## src/rtl/slp_pkg.sv

```systemverilog
package slp_pkg;

  typedef enum logic [1:0] {
    ST_WAIT   = 2'd0,
    ST_ACTIVE = 2'd1,
    ST_SLEEP  = 2'd2
  } slpState_e;

  // strobes from the control FSM to the datapath
  typedef struct packed {
    logic latchEn;     // fault events may be latched this cycle
    logic clearFaults; // sleep is entered at this edge
  } slpCtl_s;

endpackage

```

## src/rtl/slp_datapath.sv

```systemverilog
module slp_datapath
  import slp_pkg::*;
#(
  parameter int PULSE_CYCLES = 8,
  parameter int NUM_FAULTS   = 4
) (
  input  logic                  clk,
  input  logic                  sysRstN,
  input  logic                  pinN,
  input  logic [NUM_FAULTS-1:0] faultEvt,
  input  slpCtl_s               ctl,
  output logic                  qualify,
  output logic                  pinHigh,
  output logic [NUM_FAULTS-1:0] faultFlags
);

  localparam int CW = $clog2(PULSE_CYCLES + 1);
  localparam logic [CW-1:0] LIMIT = CW'(PULSE_CYCLES);

  logic          pinMeta;
  logic          pinSync;
  logic [CW-1:0] lowCnt;

  // two-flop synchronizer, idle level is high (awake)
  always_ff @(posedge clk or negedge sysRstN) begin
    if (!sysRstN) begin
      pinMeta <= 1'b1;
      pinSync <= 1'b1;
    end else begin
      pinMeta <= pinN;
      pinSync <= pinMeta;
    end
  end

  // width of the current low pulse, saturating at the limit
  always_ff @(posedge clk or negedge sysRstN) begin
    if (!sysRstN) begin
      lowCnt <= '0;
    end else if (pinSync) begin
      lowCnt <= '0;
    end else if (lowCnt != LIMIT) begin
      lowCnt <= lowCnt + 1'b1;
    end
  end

  assign pinHigh = pinSync;
  assign qualify = !pinSync && (lowCnt == LIMIT);

  // one sticky latch per fault
  for (genvar i = 0; i < NUM_FAULTS; i++) begin : g_flag
    always_ff @(posedge clk or negedge sysRstN) begin
      if (!sysRstN) begin
        faultFlags[i] <= 1'b0;
      end else if (ctl.clearFaults) begin
        faultFlags[i] <= 1'b0;
      end else if (ctl.latchEn && faultEvt[i]) begin
        faultFlags[i] <= 1'b1;
      end
    end
  end

endmodule

```

## src/rtl/slp_control.sv

```systemverilog
module slp_control
  import slp_pkg::*;
(
  input  logic    clk,
  input  logic    sysRstN,
  input  logic    qualify,
  input  logic    pinHigh,
  input  logic    pumpReady,
  output slpCtl_s ctl,
  output logic    sleepState,
  output logic    circuitEn,
  output logic    gateEn
);

  slpState_e state;
  slpState_e stateNext;

  always_comb begin
    stateNext = state;
    unique case (state)
      ST_ACTIVE: if (qualify) stateNext = ST_SLEEP;
      ST_SLEEP:  if (pinHigh) stateNext = ST_WAIT;
      ST_WAIT: begin
        if (qualify)        stateNext = ST_SLEEP;
        else if (pumpReady) stateNext = ST_ACTIVE;
      end
      default: stateNext = ST_WAIT;
    endcase
  end

  always_ff @(posedge clk or negedge sysRstN) begin
    if (!sysRstN) state <= ST_WAIT;
    else          state <= stateNext;
  end

  always_comb begin
    ctl.latchEn     = (state == ST_ACTIVE);
    ctl.clearFaults = (state != ST_SLEEP) && (stateNext == ST_SLEEP);
  end

  assign sleepState = (state == ST_SLEEP);
  assign circuitEn  = (state != ST_SLEEP);
  assign gateEn     = (state == ST_ACTIVE);

endmodule

```

## src/rtl/reset_sleep_ctrl.sv

```systemverilog
module reset_sleep_ctrl
  import slp_pkg::*;
#(
  parameter int PULSE_CYCLES = 8,
  parameter int NUM_FAULTS   = 4
) (
  input  logic                  clk,
  input  logic                  sysRstN,
  input  logic                  pinN,
  input  logic                  pumpReady,
  input  logic [NUM_FAULTS-1:0] faultEvt,
  output logic                  sleepState,
  output logic                  circuitEn,
  output logic                  gateEn,
  output logic [NUM_FAULTS-1:0] faultFlags
);

  slpCtl_s ctl;
  logic    qualify;
  logic    pinHigh;

  slp_datapath #(
    .PULSE_CYCLES(PULSE_CYCLES),
    .NUM_FAULTS  (NUM_FAULTS)
  ) u_dp (
    .clk       (clk),
    .sysRstN   (sysRstN),
    .pinN      (pinN),
    .faultEvt  (faultEvt),
    .ctl       (ctl),
    .qualify   (qualify),
    .pinHigh   (pinHigh),
    .faultFlags(faultFlags)
  );

  slp_control u_ctl (
    .clk       (clk),
    .sysRstN   (sysRstN),
    .qualify   (qualify),
    .pinHigh   (pinHigh),
    .pumpReady (pumpReady),
    .ctl       (ctl),
    .sleepState(sleepState),
    .circuitEn (circuitEn),
    .gateEn    (gateEn)
  );

endmodule

```

## config.mk

```make
export PLATFORM = sky130hd
export DESIGN_NAME = reset_sleep_ctrl
export DESIGN_NICKNAME = d
export VERILOG_FILES = /design/src/rtl/slp_pkg.sv /design/src/rtl/slp_datapath.sv /design/src/rtl/slp_control.sv /design/src/rtl/reset_sleep_ctrl.sv
export SDC_FILE = /design/constraint.sdc
export NUM_CORES = 1
export LEC_CHECK = 0
export BUFFER_PORTS_ARGS = -buffer_cell sky130_fd_sc_hd__buf_2
export CAP_MARGIN = 20
export CORE_AREA = 5 5 42 44
export DETAILED_ROUTE_END_ITERATION = 10
export DIE_AREA = 0 0 47 49
export SYNTH_ARGS = -nofsm -noshare
export SYNTH_HDL_FRONTEND = slang
export SYNTH_HIERARCHICAL = 1
export SYNTH_SLANG_ARGS = --single-unit
```

## constraint.sdc

```tcl
create_clock -name clk -period 1.2 [get_ports clk]
set_input_delay 0.06 -clock clk [delete_from_list [all_inputs] [get_ports clk]]
set_output_delay 0.06 -clock clk [all_outputs]
set_load 0.03 [all_outputs]
```

Word-level counts from Yosys, hierarchy flattened:

Index checks and enable logic that the tools add are counted.

* register bits: 12
* logic and storage cells: 43
* bits of input ports: 8

* $add $sub $neg: 1
* equal/unequal tests: 6
* reduce and logical (&&, ||, !) cells: 13
* mux-type cells: 15

Operators with widths (number)
* nonzero test 2 bit: 5
* two-way mux 1 bit: 8
* two-way mux 2 bit: 4
* two-way mux 4 bit: 2
* logical AND 1 bit: 6
* case mux 2 bit (3 select lines): 1
* adder 4 x 1 -> 4 bit, second input constant: 1
* == test 2 bit, second input constant: 2
* == test 4 bit, second input constant: 1
* != test 4 bit, second input constant: 1
* == test 2 x 1 -> 1 bit, second input constant: 1
* logical NOT 2 bit: 1
* != test 2 bit, second input constant: 1
* logical NOT 1 bit: 1

Logic depth before layout (Yosys ltp):

* depth after elaboration: 7
* gate-level depth with buffers: 6
* mapped depth without buffers: 6

Hierarchy:

The synthesis kept the hierarchy.

By module, submodules not included
* slp_datapath: times used 1, cells each 34, area each 406.6 um^2, seq. area each 252.7 um^2
* slp_control: times used 1, cells each 10, area each 107.6 um^2, seq. area each 50.0 um^2

Worst setup path after synthesis:

OpenSTA, ideal clock, no wires.

* path kind: reg-to-reg
* start: reg u_ctl.state[0]
* end: reg u_dp.faultFlags[3]
* setup time: 72 ps
* stages on the path, launching flop included: 5
* clock period less this slack: 1329 ps
* data arrival time: 1258 ps
* data required time: 1128 ps
* slack: -129 ps
* path buffers: 1
* cell sequence: dfrtp_1 -> nor2b_1 -> buf_4 -> a21oi_1 -> nor2_1

* elaborated cells on any way between the ends: 14
* those cells by class: eq/ne: 4; mux: 6; reduce/logical: 4

RTL lines
* start: declaration: RTL line slp_control.sv:15 `slpState_e state;`
* start signal: assignment: RTL line slp_control.sv:33 `else state <= stateNext;`
* == test 2 x 1 -> 1 bit *
* via gateEn: RTL line reset_sleep_ctrl.sv:14 `output logic gateEn,`
* case mux 2 bit (3 select lines): RTL line slp_control.sv:20 `unique case (state)`
* == test 2 bit: RTL line slp_control.sv:38 `ctl.clearFaults = (state != ST_SLEEP) && (stateNext == ST_SLEEP);`
* logical AND 1 bit: RTL line slp_control.sv:38
* two-way mux 1 bit / nonzero test 2 bit (equally long branches)
* end signal: indexed assignment: RTL line slp_datapath.sv:53 `faultFlags[i] <= 1'b0;`
* end signal: indexed assignment: RTL line slp_datapath.sv:55 `faultFlags[i] <= 1'b0;`
* end signal: indexed assignment: RTL line slp_datapath.sv:57 `faultFlags[i] <= 1'b1;`
* end: declaration: RTL line slp_datapath.sv:14 `output logic [NUM_FAULTS-1:0] faultFlags`

The timed path passes the listed nets; every way through them passes the cells marked *.
A chain may end at the register's enable or synchronous reset.

Worst setup path in the final report:

* start: reg u_dp.lowCnt[1]
* end: reg u_dp.lowCnt[1]

* cells in the longest elaborated chain, start to end: 3
* elaborated cells on any way between the ends: 5
* those cells by class: add/sub: 1; eq/ne: 1; mux: 2; reduce/logical: 1

Ends and longest elaborated chain
* start: declaration: RTL line slp_datapath.sv:22 `logic [CW-1:0] lowCnt;`
* start signal: assignment: RTL line slp_datapath.sv:42 `lowCnt <= lowCnt + 1'b1;`
* adder 4 x 1 -> 4 bit: RTL line slp_datapath.sv:42
* two-way mux 4 bit: RTL line slp_datapath.sv:41 `end else if (lowCnt != LIMIT) begin`
* two-way mux 4 bit: RTL line slp_datapath.sv:39 `end else if (pinSync) begin`

Parallel ways exist; a longest one is shown, timed or not. The select of a mux whose other input is x is not followed.

==> run_results.csv <==
group,metric,value,unit
drt,routed_wl,955,µm
cts,cts-root-buf,"clkbuf_4",
grt,overflow,0,
grt,grt_pass1_vias,415,
placed_design,dp_hpwl,748.7,µm
sta,slew_violations,0,
yosys,synth.distinct_cells,17,
sta,min_period,1.188,ns
yosys,synth_area_per_cell,11.69,µm²
finish,drive_gt1_share,51.43,%
drt,antenna_left,0,
drt,first_pass_iters,2,
worst_setup_path,worstPathCellList,"inv_1 -> ha_4 -> nand3b_4 -> buf_4 -> mux2i_1 -> nor2_1",
placed_design,post-place-ws,0.01907,ns
drt,via_per_inst,4.349,
yosys,synth_top_area_share,48.66,%
outcome,status,"finished, final reports clean",
drt,routedWlPerCell,11.10,µm
cts,cts.clk_slew.worst_paths,0.07,ns
worst_setup_path,cp.required,1.35,ns
worst_setup_path,criticalPathCategory,"flip-flop to flip-flop",
drt,drt_iter0_drc,1,
worst_setup_path,worst-path-buf-inv,2,
sta,maxSlewHeadroom,82.76,%
job,cap_violations,0,
die,pin_count,15,
die,fp.dieW,47,µm
finish,diodes,0,
yosys,synth_warnings,6,
pwr,leakagePower,0.3470,nW
placed_design,place_area,649.4,µm²
placed_design,numPortBuffers,14,
sta,period_share,99.03,%
yosys,synth_area,514.2,µm²
worst_hold_path,hold_class,"input port to flip-flop",
grt,grt_first_pass_wirelength,1656,µm
die,dieArea,2303,µm²
cts,htreeDepth,1,
yosys,syn_nets,54,
grt,grt_max_degree,13,
sta,rsz0062_at_grt,"true",
yosys,syn_inst,44,
finish,final_cells,86,
worst_setup_path,critPathCaptureType,"flip-flop",
worst_setup_path,max_stage_delay,0.38,ns
sta,hold_violations,0,
cts,clk_latency,0.26,ns
grt,grtUsageTotal,9.629,%
pwr,ir_drop,0.0006278,V
finish,mostFrequentLayoutCells,"12 x buf_2, 9 x buf_4, 9 x nor2_1, 9 x dfrtp_1, 5 x a21oi_1",
cts,cts_tree,"done",
drt,drc,0,
finish,final_area,737.0,µm²
sta,skew,0.009090,ns
yosys,yosysSeqAreaShare,58.88,%
worst_setup_path,worstPathMaxFanout,2,
yosys,ys_ff_latch,12,
drt,via_count,374,
placed_design,dp_cells,78,
finish,final_nets,81,
worst_setup_path,start_kind,"flip-flop",
worst_setup_path,cp.arrival,1.33,ns
finish,mostFrequentLayoutCell,"buf_2",
finish,syn2layout_area_growth,43.31,%
grt,antenna_found_initial,0,
placed_design,finalWeightedCongestion,0.6744,
worst_setup_path,crit_slowest_cell,"dfrtp_1",
sta,setup_ws,0.01167,ns
pwr,power.density,1034,nW/µm²
die,rows,14,
finish,fin_util,52.59,%
worst_setup_path,crit_family,"flip-flops",
worst_setup_path,regToRegSetupSlack,0.01,ns
cts,clock_path_buffers,2,
cts,cts_buffers,3,
die,initial_core_util,36.70,%
die,die_h,49,µm
sta,tightest_slew,0.2585,ns
die,core,1401,µm²
yosys,synthTopCellsByArea,"dfrtp_1 49%, dfstp_2 10%, nor2_1 7.3%",
yosys,yosys.area.top_type,"dfrtp_1",
sta,setup_violations,0,
cts,cts.sinks,12,
sta,fmax,841.5,MHz
-- power breakdown --
group / total (mW) / switching, mW / internal, mW
Combinational: 0.0872 / 0.0412 / 0.0459
Sequential: 0.429 / 0.00922 / 0.420
Clock: 0.246 / 0.117 / 0.128
Total: 0.762 / 0.168 / 0.594
-- worst reg2reg max path: cells and delay by family (launching register included) --
kind,cells,cell delay (ns)
flip-flops,1,0.38
adder cells (fa/ha/maj),1,0.16
buffers and inverters,2,0.25
AND/OR/NAND/NOR,2,0.14
multiplexers,1,0.15
-- per-layer routing --
metal	vias up	share of wire (%)	GRT usage (%)
met5	-	0	0
met4	0	0	4.147
li1	193	-	-
met3	0	7.9	2.214
met2	12	50	14.93
met1	169	42	12.36
-- repair_timing --
item / in CTS / in global routing
pin swaps: 0 / 1
endpoints found under the setup margin: 1 / 9
resized for setup: 3 / 5
hold endpoints to repair: 13 / 0
hold buffers: 2 / 0
buffers inserted: 0 / 2
-- final cells by class --
cell class / count / area [µm²]
timing repair buffer: 23 / 147.6
clock buffer: 4 / 26.28
inverter: 3 / 11.26
multi-input combinational: 28 / 227.7
sequential: 12 / 304.0
tap: 16 / 20.02
fill: 125 / 664.4
-- path summary, 6_finish.rpt --
path,from,end,cells past startpoint
worst max-delay path,u_dp/lowCnt[1]$_DFFE_PN0P_,u_dp/lowCnt[1]$_DFFE_PN0P_,6
max in group asynchronous,sysRstN,u_dp/pinHigh$_DFF_PN1_,2
worst min register to register,u_dp/pinMeta$_DFF_PN1_,u_dp/pinHigh$_DFF_PN1_,0
min in group asynchronous,sysRstN,u_dp/faultFlags[1]$_DFFE_PN0P_,2
worst min-delay path,faultEvt[1],u_dp/faultFlags[1]$_DFFE_PN0P_,3
worst max register to register,u_dp/lowCnt[1]$_DFFE_PN0P_,u_dp/lowCnt[1]$_DFFE_PN0P_,6
-- synth_stat cells --
cell	instances
dfstp_2	2
inv_2	1
inv_1	2
o21bai_2	1
xnor2_1	1
mux2i_1	2
buf_4	1
nor2_1	10
nand3_1	1
nor3_1	1
a21oi_1	5
nor2b_1	2
nand3b_4	1
xor2_1	1
ha_1	2
dfrtp_1	10
nor2b_4	1
-- flip-flops by register name, indices dropped and copies added (netlist names) --
name	count
u_ctl/state	2
u_dp/pinHigh	1
u_dp/pinMeta	1
u_dp/lowCnt	4
u_dp/faultFlags	4
-- cell families after synthesis --
kind of cell               synth area share [%]
DFF                                       58.88
AOI/OAI and AO/OA                         7.055
xor gates and xnor gates                  3.407
buffers and inverters                     3.650
muxes                                     3.893
adders and majority gates                 4.865
and+or+nand+nor                           18.25
-- through the flow --
step                TNS (ns)  hold WS [ns]  power (mW)
detailed placement         0      -0.04993      0.5100
floorplan                  0       -0.2356      0.4710
finish                     0       0.03211      0.7619
global placement           0      -0.05179      0.5090
CTS                        0       0.02451      0.7679
global route         -0.1145       0.02286      0.8092
(Power assumes the default switching activity.)
